==> config.mk <==
export PLATFORM = sky130hd
export DESIGN_NAME = cond_eval
export DESIGN_NICKNAME = d
export VERILOG_FILES = /design/src/rtl/cond_eval.sv
export SDC_FILE = /design/constraint.sdc
export NUM_CORES = 1
export LEC_CHECK = 0
export BUFFER_PORTS_ARGS = -buffer_cell sky130_fd_sc_hd__buf_2
export CAP_MARGIN = 20
export CORE_AREA = 2 2 39 41
export DETAILED_ROUTE_END_ITERATION = 8
export DIE_AREA = 0 0 41 43
export RECOVER_POWER = 50
export REMOVE_ABC_BUFFERS = 1
export SLEW_MARGIN = 30
export SYNTH_ARGS = -nofsm -noshare
export SYNTH_HDL_FRONTEND = slang
export SYNTH_SLANG_ARGS = --single-unit
==> constraint.sdc <==
create_clock -name vclk -period 1.6
set_clock_uncertainty 0.15 [all_clocks]
set_input_delay 0.24 -clock vclk [all_inputs]
set_output_delay 0.24 -clock vclk [all_outputs]
set_load 0.02 [all_outputs]
==> src/rtl/cond_eval.sv <==
module cond_eval #(
  parameter int CODE_W  = 16,
  parameter int FLAG_W  = 16,
  parameter int CF_POS  = 0,
  parameter int PF_POS  = 2,
  parameter int ZF_POS  = 6,
  parameter int SF_POS  = 7,
  parameter int OF_POS  = 11,
  parameter int ECF_POS = 12,
  parameter int EZF_POS = 13
) (
  input  logic [CODE_W-1:0] code_i,
  input  logic [FLAG_W-1:0] flags_i,
  output logic              taken_o,
  output logic              fault_o
);
  localparam int SEL_W = 4;

  localparam logic [SEL_W-1:0] T_ALWAYS  = 4'd0;
  localparam logic [SEL_W-1:0] T_ECARRY  = 4'd1;
  localparam logic [SEL_W-1:0] T_EZERO   = 4'd2;
  localparam logic [SEL_W-1:0] T_EZ_OR_NZ= 4'd3;
  localparam logic [SEL_W-1:0] T_OVF     = 4'd8;
  localparam logic [SEL_W-1:0] T_CARRY   = 4'd9;
  localparam logic [SEL_W-1:0] T_ZERO    = 4'd10;
  localparam logic [SEL_W-1:0] T_BELOWEQ = 4'd11;
  localparam logic [SEL_W-1:0] T_SIGN    = 4'd12;
  localparam logic [SEL_W-1:0] T_PARITY  = 4'd13;
  localparam logic [SEL_W-1:0] T_LESS    = 4'd14;
  localparam logic [SEL_W-1:0] T_LESSEQ  = 4'd15;

  logic [SEL_W-1:0] sel;
  logic             inv, high_bits, string_sel, positive;
  logic             cf, pf, zf, sf, of, ecf, ezf;

  assign sel        = code_i[SEL_W-1:0];
  assign inv        = code_i[SEL_W];
  assign high_bits  = |code_i[CODE_W-1:SEL_W+1];
  assign string_sel = (sel[3:2] == 2'b01);

  assign cf  = flags_i[CF_POS];
  assign pf  = flags_i[PF_POS];
  assign zf  = flags_i[ZF_POS];
  assign sf  = flags_i[SF_POS];
  assign of  = flags_i[OF_POS];
  assign ecf = flags_i[ECF_POS];
  assign ezf = flags_i[EZF_POS];

  always_comb begin
    case (sel)
      T_ALWAYS:   positive = 1'b1;
      T_ECARRY:   positive = ecf;
      T_EZERO:    positive = ezf;
      T_EZ_OR_NZ: positive = ezf | ~zf;
      T_OVF:      positive = of;
      T_CARRY:    positive = cf;
      T_ZERO:     positive = zf;
      T_BELOWEQ:  positive = cf | zf;
      T_SIGN:     positive = sf;
      T_PARITY:   positive = pf;
      T_LESS:     positive = sf ^ of;
      T_LESSEQ:   positive = (sf ^ of) | zf;
      default:    positive = 1'b0;
    endcase
  end

  assign fault_o = high_bits | string_sel;
  assign taken_o = fault_o | (positive ^ inv);
endmodule

Word-level counts from Yosys, hierarchy flattened --
Cells that the tools add are included.
Storage, ports and cells: output and inout bits 2, bits in registers 0, logic and storage cells 23
Cells by class: reduce and logical (&&, ||, !) cells 2, multiplexer cells 1, equal/unequal tests 12, bitwise gates (word level) 8
Operators by type and width (count):
- $eq 4x4->1 const B | 8
- $pmux 1 s12 | 1
- $reduce_or 11->1 | 1
- $eq 4x2->1 const B | 2
- $or 1x1->1 | 5
- $eq 4x1->1 const B | 1
- $logic_not 4->1 | 1
- $eq 2x1->1 const B | 1
- $xor 1x1->1 | 2
- $not 1->1 | 1

Logic depth before layout (Yosys ltp) --
word-level depth 5, mapped depth 6, gate-level depth less buffers 6

Worst setup path after synthesis --
Ideal clock, no wire load.
path kind input-to-output, start point in code_i[7], end point out taken_o, stages on the path 4, required time 1.210 ns, path slack -0.159 ns, arrival time 1.369 ns, buffers on the path 0, cells stage by stage or4_1 a21oi_1 nand3_1 nand2b_1
Between the ends: cells in the longest elaborated chain, start to end 3
RTL lines:
- start, declared | RTL line 12 | input logic [CODE_W-1:0] code_i,
- $reduce_or 11->1 | RTL line 38 | assign high_bits = |code_i[CODE_W-1:SEL_W+1];
- $or 1x1->1 | RTL line 67 | assign fault_o = high_bits | string_sel;
- named net fault_o | RTL line 15 | output logic fault_o
- $or 1x1->1 | RTL line 68 | assign taken_o = fault_o | (positive ^ inv);
- end, declared | RTL line 14 | output logic taken_o,
The timed path passes the listed nets, and every way through them passes these cells.

Final worst setup path --
start point in code_i[7], end point out taken_o
Between the ends: cells in the longest elaborated chain, start to end 3
RTL lines (RTL line):
- $reduce_or 11->1 | 38
- $or 1x1->1 | 67
- $or 1x1->1 | 68
No other way between the ends.

==> key figures <==
STA
  • Period minus WS final: between 1.5 and 2 ns
  • Achievable Freq: 0.574 GHz
  • Fin. Hold Viols: 0
  • Final setup margin: -0.143 ns
  • Final period util: 1.09
  • Actual slew at the worst max-slew pin: between 0.3 and 0.4 ns
  • Setup-failing EPs final: 2
  • RSZ-0062 raised after global routing: true
  • Worst slew margin relative to its limit: 0.791
  • Number of pins exceeding their max-slew limit in the final report: 0

Worst setup path
  • Peak per-stage delay on the critical path: 0.52 ns
  • Endpoint arrival time on the critical path: 1.35 ns
  • Critical path cell sequence: buf_6 -> or4_4 -> a21oi_2 -> nand3_1 -> nand2b_1 -> buf_6
  • Element type at the critical path start: input pin
  • Critical path class: input pin to output pin
  • Worst setup EP type: output pin
  • Required time worst endpoint: roughly 1.2 ns
  • Max stage delay cell, worst path: sky130_fd_sc_hd__or4_4
  • CP Max Fanout: 2
  • Critical Path Most Common Cell: sky130_fd_sc_hd__buf_6

Power and ir drop
  • Standby leakage power: about 0.00018 uW
  • Largest voltage drop on the vdd net: about 0.000066 V
  • Power per unit of standard cell area: between 200 and 250 nW/um^2
  • Post-layout power: a little over 80 uW

Global route
  • Vias in the first global route: between 200 and 300
  • Largest net degree at the start of global routing: 8
  • Overflow left after global routing: 0
  • First-pass GRT wire length: 952 um
  • Total global-route track usage: 0.0709
  • Initial antenna violation count: 0

Outcome
  • Violated checks: setup timing
  • Status: finished, violations left

Floorplanning
  • Die area: approximately 1800 um^2
  • Initial cell density of the core: 0.122
  • Die height: 43 um
  • DIE WIDTH: approximately 41 um
  • Number of placement rows: 14
  • Total core area: between 1000 and 1500 um^2
  • IO Pins: 34

Logic synthesis
  • Largest family of logic cells by synthesized area: compound AO/OA/AOI/OAI gates
  • Multiplexer share of the synthesized area: 0
  • Post-synthesis cell area: ~170 um^2
  • Average cell area after synthesis: ~7.3 um^2
  • Simple-gate share of the synthesized area: 0.407
  • Number of warnings issued by yosys: 0
  • Synth Area in XOR/XNOR: 0.104
  • Unique cell type count in the Yosys netlist: 18
  • Post-synthesis cell count: 23
  • Area fraction in compound gates after synthesis: 0.422
  • Sequential cell area fraction in the yosys report: 0
  • Post-synthesis adder-cell area fraction: 0

Job
  • Max cap viols: 0

Placement
  • Cell total after placement: 67
  • Placer's final routability congestion estimate: roughly 0.66
  • Buffers on Ports: 25
  • DP Wirelength: 549 um

Finish
  • Final-layout clock buffer total: 0
  • Synthesis-to-layout area growth: 127%
  • Most common cell after layout, fill and taps aside: sky130_fd_sc_hd__buf_2
  • Highest-count cells in the layout ignoring fill and taps: 20 x sky130_fd_sc_hd__buf_2, 5 x sky130_fd_sc_hd__buf_4, 4 x sky130_fd_sc_hd__buf_6
  • Final net count: between 80 and 90
  • Count of non-filler cells in the finished layout: 68
  • Diode insertion count for antenna repair: 0
  • Number of sequential storage elements: 0
  • Layout cell share with drive strength beyond 1: 0.673
  • Storage element area: 0 um^2

Routing
  • Total DRC errors in the routed layout: 0
  • Sum of routed wire length over all layers: between 600 and 700 um
  • Antenna Nets Post-Route: 0
  • Routed wirelength normalized by instance count: between 9 and 10 um
  • Pre-antenna DRT Iters: 4
  • Number of violations reported at the end of detailed-routing iteration 0: 1
  • Routed vias/inst: 4.22
  • Count of vias placed by the detailed router: ~290

Hold path
  • Endpoint of the worst hold-timing path: taken_o
  • Class of the worst hold path: input pin to output pin
  • Hold path startpoint: code_i[4]
  • Cell count of the worst hold path: 4

Clock tree
  • CTS Hold Bufs: 0
[kinds of logic (layout without fill, tap and decap cells)]
family / count (synthesis) / in the layout
buffers and inverters: 3 / 32
and+or+nand+nor: 9 / 9
AOI/OAI and AO/OA: 9 / 9
xor gates and xnor gates: 2 / 2
[cell usage after synthesis]
library cell / instances / area, um^2
sky130_fd_sc_hd__a21o_1: 1 / 7.51
sky130_fd_sc_hd__a21oi_1: 2 / 10.0
sky130_fd_sc_hd__a221oi_1: 1 / 8.76
sky130_fd_sc_hd__a22oi_1: 1 / 7.51
sky130_fd_sc_hd__a31oi_1: 1 / 6.26
sky130_fd_sc_hd__inv_1: 2 / 7.51
sky130_fd_sc_hd__inv_2: 1 / 3.75
sky130_fd_sc_hd__nand2_1: 1 / 3.75
sky130_fd_sc_hd__nand2b_1: 2 / 12.5
sky130_fd_sc_hd__nand3_1: 2 / 10.0
sky130_fd_sc_hd__nand4b_1: 1 / 8.76
sky130_fd_sc_hd__nor3_1: 1 / 5.00
sky130_fd_sc_hd__nor4_4: 1 / 21.3
sky130_fd_sc_hd__o211ai_1: 1 / 7.51
sky130_fd_sc_hd__o21a_1: 1 / 7.51
sky130_fd_sc_hd__o32ai_2: 1 / 16.3
sky130_fd_sc_hd__or4_1: 1 / 7.51
sky130_fd_sc_hd__xnor2_1: 2 / 17.5
[per-stage QoR]
step | area [um^2] | TNS (ns) | hold slack [ns] | setup WS (ns) | util
2_1_floorplan | 169 | -0.159 | 0.535 | -0.159 | -
3_3_place_gp | 337 | -0.221 | 0.674 | -0.175 | 0.243
3_5_place_dp | 337 | -0.253 | 0.674 | -0.191 | 0.243
4_1_cts | 378 | -0.262 | 0.676 | -0.147 | 0.273
5_1_grt | 384 | -0.363 | 0.703 | -0.204 | 0.278
6_report | 384 | -0.254 | 0.672 | -0.143 | 0.278
[area by class of cell]
type | count | area, um^2
Fill cell | 155 | 1000
Inverter | 3 | 11.3
Timing Repair Buffer | 29 | 183
Tap cell | 16 | 20.0
Multi-Input combinational cell | 20 | 170
[timing repair]
item	CTS	global route
setup buffers	1	0
pin swaps	1	1
setup endpoints to repair	2	2
cloned	0	0
gates resized for setup	9	1
[how the worst max path moves through the flow]
| stage | to | slack [ns] | depth (start not counted) | from |
|---|---|---|---|---|
| after global routing | taken_o | -0.20 | 8 | code_i[1] |
| after detailed placement | taken_o | -0.19 | 6 | code_i[7] |
| after CTS | taken_o | -0.15 | 6 | code_i[11] |
| after floorplan | taken_o | -0.16 | 4 | code_i[7] |
| after global placement | taken_o | -0.17 | 6 | code_i[7] |
| final | taken_o | -0.14 | 6 | code_i[7] |
[layer usage]
layer  share of wire  routed length (um)  GRT usage
met1            0.42                 261     0.0949
met2            0.44                 273      0.125
met3            0.14                  85    0.00524
met4               0                   0          0
met5               0                   0          0
[report_power, final]
part           internal (uW)  switching, uW
Combinational           47.9           32.8
Clock                      0              0
Sequential                 0              0
[critical path, delay by kind of cell]
kind / cells / cell delay, ns
and+or+nand+nor: 3 / 0.78
buffers and inverters: 2 / 0.22
AOI/OAI and AO/OA: 1 / 0.11
Note: power is estimated with default switching activity, not from simulation.
